<file path="config.mk">
export PLATFORM = sky130hd
export DESIGN_NAME = owm_search_accel
export DESIGN_NICKNAME = d
export VERILOG_FILES = /design/src/rtl/owm_sra_pkg.sv /design/src/rtl/owm_sra_ctrl.sv /design/src/rtl/owm_sra_datapath.sv /design/src/rtl/owm_search_accel.sv
export SDC_FILE = /design/constraint.sdc
export NUM_CORES = 1
export LEC_CHECK = 0
export ABC_AREA = 1
export BUFFER_PORTS_ARGS = -buffer_cell sky130_fd_sc_hd__buf_2
export CAP_MARGIN = 30
export CELL_PAD_IN_SITES_DETAIL_PLACEMENT = 0
export CELL_PAD_IN_SITES_GLOBAL_PLACEMENT = 2
export CORE_AREA = 5 5 59 87
export DETAILED_ROUTE_END_ITERATION = 10
export DIE_AREA = 0 0 64 92
export PLACE_DENSITY_LB_ADDON = 0.3
export SYNTH_ARGS = -nofsm -noshare
export SYNTH_HDL_FRONTEND = slang
export SYNTH_HIERARCHICAL = 1
export SYNTH_SLANG_ARGS = --single-unit
export TNS_END_PERCENT = 20
</file>
<file path="constraint.sdc">
create_clock -name clk -period 4.5 [get_ports clk]
set_clock_uncertainty 0.2 [all_clocks]
set_input_delay 0.9 -clock clk [delete_from_list [all_inputs] [get_ports clk]]
set_output_delay 0.9 -clock clk [all_outputs]
set_load 0.05 [all_outputs]
</file>
<file path="src/rtl/owm_sra_pkg.sv">
package owm_sra_pkg;

  typedef enum logic [2:0] {
    ST_IDLE,
    ST_RD_ID,
    ST_RD_CMP,
    ST_WR_BIT,
    ST_DONE
  } sraState_t;

  // Strobes from control to datapath, one cycle each.
  typedef struct packed {
    logic loadPref;
    logic capId;
    logic capCmp;
    logic commit;
    logic publish;
  } sraStrobe_t;

endpackage

</file>
<file path="src/rtl/owm_sra_ctrl.sv">
module owm_sra_ctrl
  import owm_sra_pkg::*;
(
  input  logic       clk,
  input  logic       rstN,
  input  logic       searchEn,
  input  logic       wrValid,
  input  logic       slotDone,
  input  logic       lastBit,
  output sraStrobe_t strobe,
  output logic       slotReq,
  output logic       slotWrite
);

  sraState_t state, stateNext;

  always_ff @(posedge clk or negedge rstN) begin
    if (!rstN) state <= ST_IDLE;
    else       state <= stateNext;
  end

  always_comb begin
    stateNext = state;
    strobe    = '0;
    slotReq   = 1'b0;
    slotWrite = 1'b0;
    unique case (state)
      ST_IDLE: begin
        if (searchEn && wrValid) begin
          strobe.loadPref = 1'b1;
          stateNext       = ST_RD_ID;
        end
      end
      ST_RD_ID: begin
        slotReq = 1'b1;
        if (slotDone) begin
          strobe.capId = 1'b1;
          stateNext    = ST_RD_CMP;
        end
      end
      ST_RD_CMP: begin
        slotReq = 1'b1;
        if (slotDone) begin
          strobe.capCmp = 1'b1;
          stateNext     = ST_WR_BIT;
        end
      end
      ST_WR_BIT: begin
        slotReq   = 1'b1;
        slotWrite = 1'b1;
        if (slotDone) begin
          strobe.commit = 1'b1;
          stateNext     = lastBit ? ST_DONE : ST_RD_ID;
        end
      end
      ST_DONE: begin
        strobe.publish = 1'b1;
        stateNext      = ST_IDLE;
      end
      default: stateNext = ST_IDLE;
    endcase
    // Leaving search mode abandons any exchange in flight.
    if (!searchEn && state != ST_IDLE) begin
      stateNext = ST_IDLE;
      strobe    = '0;
    end
  end

endmodule

</file>
<file path="src/rtl/owm_sra_datapath.sv">
module owm_sra_datapath
  import owm_sra_pkg::*;
#(
  parameter int BITS = 4,
  localparam int BYTE_W = 2 * BITS,
  localparam int IDX_W  = (BITS > 1) ? $clog2(BITS) : 1
) (
  input  logic              clk,
  input  logic              rstN,
  input  sraStrobe_t        strobe,
  input  logic              rdAck,
  input  logic [BYTE_W-1:0] wrData,
  input  logic              slotRdBit,
  output logic              chosenBit,
  output logic              lastBit,
  output logic [BYTE_W-1:0] rxByte,
  output logic              rxFull
);

  logic [BITS-1:0]   prefBits;
  logic [BITS-1:0]   chosenR;
  logic [BITS-1:0]   discR;
  logic [IDX_W-1:0]  bitIdx;
  logic              idBit;
  logic              cmpBit;
  logic              discNow;
  logic [BYTE_W-1:0] packNext;
  logic [BITS-1:0]   unusedEvenBits;

  genvar k;
  generate
    for (k = 0; k < BITS; k++) begin : g_lane
      always_ff @(posedge clk or negedge rstN) begin
        if (!rstN) begin
          prefBits[k] <= 1'b0;
          chosenR[k]  <= 1'b0;
          discR[k]    <= 1'b0;
        end else begin
          if (strobe.loadPref) prefBits[k] <= wrData[2*k+1];
          if (strobe.commit && bitIdx == IDX_W'(k)) begin
            chosenR[k] <= chosenBit;
            discR[k]   <= discNow;
          end
        end
      end
      assign packNext[2*k+1]   = chosenR[k];
      assign packNext[2*k]     = discR[k];
      assign unusedEvenBits[k] = wrData[2*k];
    end
  endgenerate

  always_ff @(posedge clk or negedge rstN) begin
    if (!rstN) begin
      bitIdx <= '0;
      idBit  <= 1'b0;
      cmpBit <= 1'b0;
    end else begin
      if (strobe.loadPref)    bitIdx <= '0;
      else if (strobe.commit) bitIdx <= bitIdx + 1'b1;
      if (strobe.capId)  idBit  <= slotRdBit;
      if (strobe.capCmp) cmpBit <= slotRdBit;
    end
  end

  // Path decision: equal answers mean a discrepancy (both 0: follow the
  // host's preference, both 1: nobody answered, write 1).
  always_comb begin
    discNow = (idBit == cmpBit);
    if (!discNow)   chosenBit = idBit;
    else if (idBit) chosenBit = 1'b1;
    else            chosenBit = prefBits[bitIdx];
  end

  assign lastBit = (bitIdx == IDX_W'(BITS - 1));

  always_ff @(posedge clk or negedge rstN) begin
    if (!rstN) begin
      rxByte <= '0;
      rxFull <= 1'b0;
    end else begin
      if (strobe.publish) begin
        rxByte <= packNext;
        rxFull <= 1'b1;
      end else if (rdAck) begin
        rxFull <= 1'b0;
      end
    end
  end

endmodule

</file>
<file path="src/rtl/owm_search_accel.sv">
module owm_search_accel
  import owm_sra_pkg::*;
#(
  parameter int BITS = 4,
  localparam int BYTE_W = 2 * BITS
) (
  input  logic              clk,
  input  logic              rstN,
  input  logic              searchEn,
  input  logic              wrValid,
  input  logic [BYTE_W-1:0] wrData,
  input  logic              rdAck,
  output logic [BYTE_W-1:0] rxByte,
  output logic              rxFull,
  output logic              slotReq,
  output logic              slotWrite,
  output logic              slotWrBit,
  input  logic              slotDone,
  input  logic              slotRdBit
);

  sraStrobe_t strobe;
  logic       lastBit;
  logic       chosenBit;

  owm_sra_ctrl u_ctrl (
    .clk       (clk),
    .rstN      (rstN),
    .searchEn  (searchEn),
    .wrValid   (wrValid),
    .slotDone  (slotDone),
    .lastBit   (lastBit),
    .strobe    (strobe),
    .slotReq   (slotReq),
    .slotWrite (slotWrite)
  );

  owm_sra_datapath #(.BITS(BITS)) u_dp (
    .clk       (clk),
    .rstN      (rstN),
    .strobe    (strobe),
    .rdAck     (rdAck),
    .wrData    (wrData),
    .slotRdBit (slotRdBit),
    .chosenBit (chosenBit),
    .lastBit   (lastBit),
    .rxByte    (rxByte),
    .rxFull    (rxFull)
  );

  assign slotWrBit = chosenBit;

endmodule

</file>
==> metrics.md, run 1 <==
| Metric | Value |
|---|---|
| Final TNS setup | `0 ps` |
| GPL Wtd Cong | `0.7535` |
| Cells after synthesis | `168` |
| First-pass GRT wire length | `4761 um` |
| Site row count | `29` |
| Ys async rst share | `100.0%` |
| Final min period | `2557 ps` |
| Cts hold-fix bufs | `0` |
| Die X-Extent | `64 um` |
| Largest net degree at the start of global routing | `29` |
| P&R area growth vs syn | `16.40%` |
| NetSw | `352.1 uW` |
| Via/cell ratio | `4.406` |
| Seq/Total Area, Yosys | `52.19%` |
| WL/cell | `11.39 um` |
| First-pass DRT Iterations | `4` |
| DR top layer | `met4` |
| Final critical-path share of the clock period | `56.83%` |
| H-tree depth | `1` |
| Fin. Hold Viols | `0` |
| Post-DP HPWL | `2112 um` |
| Hold path start | `u_dp/rxByte[0]$_DFFE_PN0P_` |
| Overflow after GRT | `0` |
| Met1 Wirelength | `1136 um` |
| Unique masters post-synth | `20` |
| Number of synthesized flops with an enable pin | `0` |
| Synth area leaders | `dfrtp_1 52%, nand2_1 23%, ha_1 3.7%, nand3_2 3.0%, nor2_1 2.5%` |
| Antenna cells | `0` |
| Vias | `1053` |
| Count leader, synth | `nand2_1` |
| Setup bufs post-CTS | `0` |
| R2r endpoint | `u_dp/chosenR[3]$_DFFE_PN0P_` |
| Setup Viol. Count Final | `0` |
| Clock transition at the registers of the reported paths | `90 ps` |
| WHS | `273.6 ps` |
| FF-to-FF path depth | `8` |
| Worst hold path type | `register to register` |
| Yosys top cell by area | `dfrtp_1` |
| CP Capture Type | `primary output` |
| Ys flop type | `dfrtp_1` |
| Comb pwr share | `38.5%` |
| Reg power frac | `43.2%` |
| DRC Markers | `0` |
| FF-to-FF setup slack | `2420 ps` |
| Start point of the critical path | `u_dp/bitIdx[0]$_DFFE_PN0P_` |
| RSZ-0062 raised after global routing | `no` |
| PostCTS Resize Cnt | `0` |
| Met3 wire length | `118 um` |
| Share of layout cells above drive strength 1 | `23.83%` |
| CP Class | `register to primary output` |
| Global-route usage over all layers | `10.05%` |
| Root Driver | `clkbuf_8` |
| Internal power | `494.7 uW` |
| Clk Latency, worst-skew pair | `270 ps` |
| Number of port buffers | `22` |
| Metal2 WL | `1440 um` |
| Status | `completed` |
| Worst IR Drop VDD | `0.3083 mV` |
| Switching Share | `41.58%` |
| Post-synth design cell area | `1343 um^2` |
| Num Clock Sinks | `28` |
| Critical Path Sink | `slotWrBit` |
| Relative max-transition margin | `58.25%` |
| Vias in the first global route | `1101` |
| Boundary Pins | `27` |
| Syn_nets | `187` |
| Ys Warns | `6` |
| Max-slew violations | `0` |
| Antenna-violating nets left | `0` |
| Die Height | `92 um` |
| Top cells by count, synth | `81 x nand2_1, 28 x dfrtp_1, 9 x nor2_1` |
| Overall Power | `846.8 uW` |
| Clock Power Share | `18.3%` |
| CP required | `3400 ps` |
| CTS tree | `done` |
| NumNets Final | `213` |
| Initial DRC Count | `27` |
| Antenna violations before repair | `0` |
| FF-to-FF Start | `u_ctrl/state[0]$_DFFE_PN0P_` |
| CP max FO | `6` |
| Post-Route WL | `2722 um` |
| Max Fclk | `0.3911 GHz` |
| Critical Path AT | `1460 ps` |
| Core area | `4245 um^2` |
| Yosys reg bits | `28` |
| TritonCTS Buffers | `3` |
| Pwr Density | `541.9 nW/um^2` |
| Initial core utilization | `31.62%` |
| Max-Cap Viols | `0` |
| Slew at the pin with the worst max-slew slack | `626.3 ps` |
| Setup crit start kind | `register` |
| CTS Buffer Depth | `2` |
| Full die area | `5888 um^2` |
| Fillers | `453` |
| Leak | `0.8823 nW` |
| Synth top area share | `52.19%` |
| Syn_area_per_cell | `7.991 um^2` |
-- state kept, by name (all words and copies together), names as in the netlist --
signal,count
u_dp/chosenR,4
u_ctrl/state,3
u_dp/bitIdx,2
u_dp/cmpBit,1
u_dp/prefBits,4
u_dp/idBit,1
u_dp/rxFull,1
u_dp/rxByte,8
u_dp/discR,4
-- routing by layer --
metal	vias up	global-route usage [%]
met5	-	0
met4	0	4.159
met3	2	1.711
met2	17	18.46
met1	473	11.07
li1	561	-
-- cell type report --
cell class / instances / area (um^2) / area share (%)
flip-flops and latches: 28 / 700.7 / 44.84
multi-input cells: 120 / 564.3 / 36.11
repair buffers: 23 / 117.6 / 7.526
inverters: 18 / 67.56 / 4.323
well taps: 46 / 57.56 / 3.683
clock buffers: 4 / 55.05 / 3.523
-- metrics by stage --
step | instances | setup WS [ps] | utilization, % | instance area (um^2)
after global routing | 239 | 1805 | 36.81 | 1563
final | 239 | 1943 | 36.81 | 1563
after CTS | 239 | 1899 | 36.81 | 1563
after detailed placement | 235 | 2069 | 35.51 | 1508
after global placement | 235 | 2056 | 35.51 | 1508
after floorplan | 168 | 2250 | - | 1343
-- worst max-delay path, cell delays in order (launching register included) --
cell	delay, ps
dfrtp_1	480
inv_2	130
nand2_1	70
nand3_2	80
nand3_2	90
nand2_4	90
buf_2	260
-- cells in the final DEF (no fill, tap or decap), types with 2 or more instances in the layout --
master,n
inv_2,7
nand3_1,4
inv_1,8
nand3_2,4
clkinv_1,3
nor2_1,9
nor2_2,2
clkbuf_8,4
nand2_1,81
nand2_2,5
dfrtp_1,28
ha_1,4
xnor2_1,2
buf_2,22
o21ai_1,3
-- worst min-delay path by stage --
| stage | endpoint | slack, ps | depth (start not counted) |
|---|---|---|---|
| CTS | u_dp/rxByte[0]$_DFFE_PN0P_ | 280 | 2 |
| global placement | u_dp/rxByte[5]$_DFFE_PN0P_ | 250 | 2 |
| detailed placement | u_dp/rxByte[0]$_DFFE_PN0P_ | 250 | 2 |
| floorplan | u_dp/prefBits[0]$_DFFE_PN0P_ | 240 | 2 |
| global route | u_dp/prefBits[1]$_DFFE_PN0P_ | 300 | 2 |
| finish | u_dp/rxByte[0]$_DFFE_PN0P_ | 270 | 2 |
-- cells by family (layout without fill, tap and decap cells) --
kind of cell             count (synthesis)  after routing  synth area share, %
AO/OA/AOI/OAI                            6              6                2.422
XOR/XNOR                                 2              2                1.305
adder cells (fa/ha/maj)                  4              4                3.728
buffers and inverters                   20             45                5.779
flip-flops                              28             28                52.19
AND/OR/NAND/NOR                        108            108                34.58
-- power by group through the flow --
| stage | clock, mW | combinational [mW] | sequential, mW |
|---|---|---|---|
| after floorplan | 0 | 0.261 | 0.360 |
| after detailed placement | 0 | 0.335 | 0.372 |
| final | 0.155 | 0.326 | 0.366 |
| after global routing | 0.171 | 0.377 | 0.376 |
| after global placement | 0 | 0.331 | 0.369 |
| after CTS | 0.160 | 0.336 | 0.367 |
Power figures use the tool's default switching activity.
==> run 2, diff against run 1 <==
CORE_AREA = 5 5 63 93   (was 5 5 59 87)
DIE_AREA = 0 0 68 98   (was 0 0 64 92)
clock period = 2.1 ns   (was 4.5 ns; I/O delays follow)
==> run 2 against run 1 <==
Sequential share of layout area shrank 1.9 points. Hold slack got worse by 150 ps. Critical path type unchanged. Highest routed layer unchanged. Largest cell class unchanged. Sequential power rose by 110%. Critical path depth stayed put. Wire length decreased by 6.0%. Flip-flop and latch count stayed put. Global-route usage down 1.9 points. Clock-buffer cell count fell by 1. Design area rose by 4.6%. Combinational power rose by 120%. Core utilization is 4.1 points lower.
==> metrics.md, run 2 (synthesis results as in run 1) <==
| Metric | Value |
|---|---|
| TritonCTS Buffers | `3` |
| Max-Cap Viols | `0` |
| Vias in the first global route | `964` |
| Critical Path AT | `1350 ps` |
| NumNets Final | `216` |
| Root Driver | `clkbuf_8` |
| Share of layout cells above drive strength 1 | `25.00%` |
| WHS | `118.8 ps` |
| CP Class | `register to primary output` |
| R2r endpoint | `u_dp/discR[2]$_DFFE_PN0P_` |
| Full die area | `6664 um^2` |
| CP required | `1480 ps` |
| Worst IR Drop VDD | `0.4561 mV` |
| FF-to-FF path depth | `10` |
| Leak | `0.9034 nW` |
| Post-Route WL | `2558 um` |
| Pwr Density | `1168 nW/um^2` |
| Hold path start | `rdAck` |
| Number of port buffers | `22` |
| Relative max-transition margin | `58.40%` |
| Commonest cells after routing, fill and taps aside | `81 x nand2_1, 27 x dfrtp_1, 21 x buf_2, 9 x nor2_1, 8 x inv_1` |
| CTS Buffer Depth | `2` |
| Slew at the pin with the worst max-slew slack | `624.1 ps` |
| CTS tree | `done` |
| Status | `completed` |
| Max-slew violations | `0` |
| H-tree depth | `1` |
| GPL Wtd Cong | `0.7921` |
| Setup Viol. Count Final | `0` |
| Min-Delay Path Depth | `2` |
| WL/cell | `9.689 um` |
| Placed Area | `1550 um^2` |
| Initial DRC Count | `17` |
| Vias | `1051` |
| Antenna cells | `0` |
| P&R area growth vs syn | `21.81%` |
| Antenna-violating nets left | `0` |
| Num Clock Sinks | `28` |
| Overflow after GRT | `0` |
| Boundary Pins | `27` |
| First-pass GRT wire length | `4305 um` |
| Clk Latency, worst-skew pair | `270 ps` |
| Hold Crit Endpoint | `u_dp/rxFull$_DFFE_PN0P_` |
| Setup bufs post-CTS | `0` |
| Register Area | `701.9 um^2` |
| Via/cell ratio | `3.981` |
| Max reg flops | `8` |
| Final TNS setup | `0 ps` |
| Initial core utilization | `26.83%` |
| First-pass DRT Iterations | `4` |
| Core area | `5005 um^2` |
| CP max FO | `6` |
| Reg with most FFs | `u_dp/rxByte` |
| Fin. Hold Viols | `0` |
| Largest net degree at the start of global routing | `29` |
| Setup crit start kind | `register` |
| Area of the multi-input gates | `564.3 um^2` |
| FF-to-FF setup slack | `330 ps` |
| Antenna violations before repair | `0` |
| Final critical-path share of the clock period | `94.04%` |
| CP Capture Type | `primary output` |
| FF-to-FF Start | `u_ctrl/state[0]$_DFFE_PN0P_` |
| Design area | `1635 um^2` |
| Post-DP HPWL | `2031 um` |
| Clock transition at the registers of the reported paths | `90 ps` |
| Global-route usage over all layers | `8.150%` |
| Worst hold path type | `input pin to register` |
| RSZ-0062 raised after global routing | `no` |
| Commonest non-fill, non-tap cell in the layout | `nand2_1` |
| Site row count | `32` |
| Max Fclk | `0.5064 GHz` |
| DRC Markers | `0` |
| Fillers | `548` |
| Die X-Extent | `68 um` |
| Die Height | `98 um` |
| Final min period | `1975 ps` |
-- run 2: cell types whose count changed in the layout (fill, tap and decap cells not counted), sizes merged --
cell         before  now
bufinv            0    1
dlygate4sd3       0    1
buf              23   24
-- run 2: critical path, cell delays in order, from the launching register on --
cell and delay (ps):
dfrtp_2 460, inv_2 100, nand2_1 60, nand3_2 60
nand3_2 80, nand2_4 90, clkbuf_4 230
-- run 2: what timing repair did --
item,CTS,global route
resized for setup,0,2
hold buffers,1,0
endpoints found under the setup margin,0,1
hold endpoints to repair,28,0
-- run 2: per-stage QoR --
stage | setup WS (ps) | util [%] | total power, mW | std cells
2_1_floorplan | 330.3 | - | 1.331 | 168
3_3_place_gp | 348.9 | 30.98 | 1.503 | 259
3_5_place_dp | 355.1 | 30.98 | 1.508 | 259
4_1_cts | 38.64 | 32.60 | 1.938 | 264
5_1_grt | 17.77 | 32.68 | 2.062 | 264
6_report | 125.1 | 32.68 | 1.910 | 264
-- run 2: worst max path at each step --
stage                      to  slack, ps                         from
floorplan             slotReq        330  u_ctrl/state[0]$_DFFE_PN0P_
global placement    slotWrBit        350   u_dp/bitIdx[0]$_DFFE_PN0P_
detailed placement  slotWrBit        360   u_dp/bitIdx[0]$_DFFE_PN0P_
CTS                 slotWrBit         40   u_dp/bitIdx[0]$_DFFE_PN0P_
global route        slotWrBit         20   u_dp/bitIdx[0]$_DFFE_PN0P_
finish              slotWrBit        130   u_dp/bitIdx[0]$_DFFE_PN0P_
-- run 2: final cells by class --
| type | count | share of cell area (%) |
|---|---|---|
| Sequential cell | 28 | 42.92 |
| Multi-Input combinational cell | 120 | 34.51 |
| Timing Repair Buffer | 26 | 8.875 |
| Tap cell | 68 | 5.203 |
| Inverter | 18 | 4.132 |
| Clock buffer | 3 | 2.525 |
| Clock inverter | 1 | 1.836 |
-- run 2: routing by layer --
layer  GRT usage (%)  up-vias  part of all wire [%]
li1                -      568                     -
met1           10.14      466                    44
met2           13.97       15                    50
met3           1.496        2                   4.7
met4           2.297        0                  0.55
met5               0        -                     0
-- run 2: report_power, final --
group / internal, mW / total, mW / switching, mW
Combinational: 0.236 / 0.712 / 0.476
Clock: 0.255 / 0.416 / 0.161
Sequential: 0.673 / 0.782 / 0.109
Total: 1.16 / 1.91 / 0.746
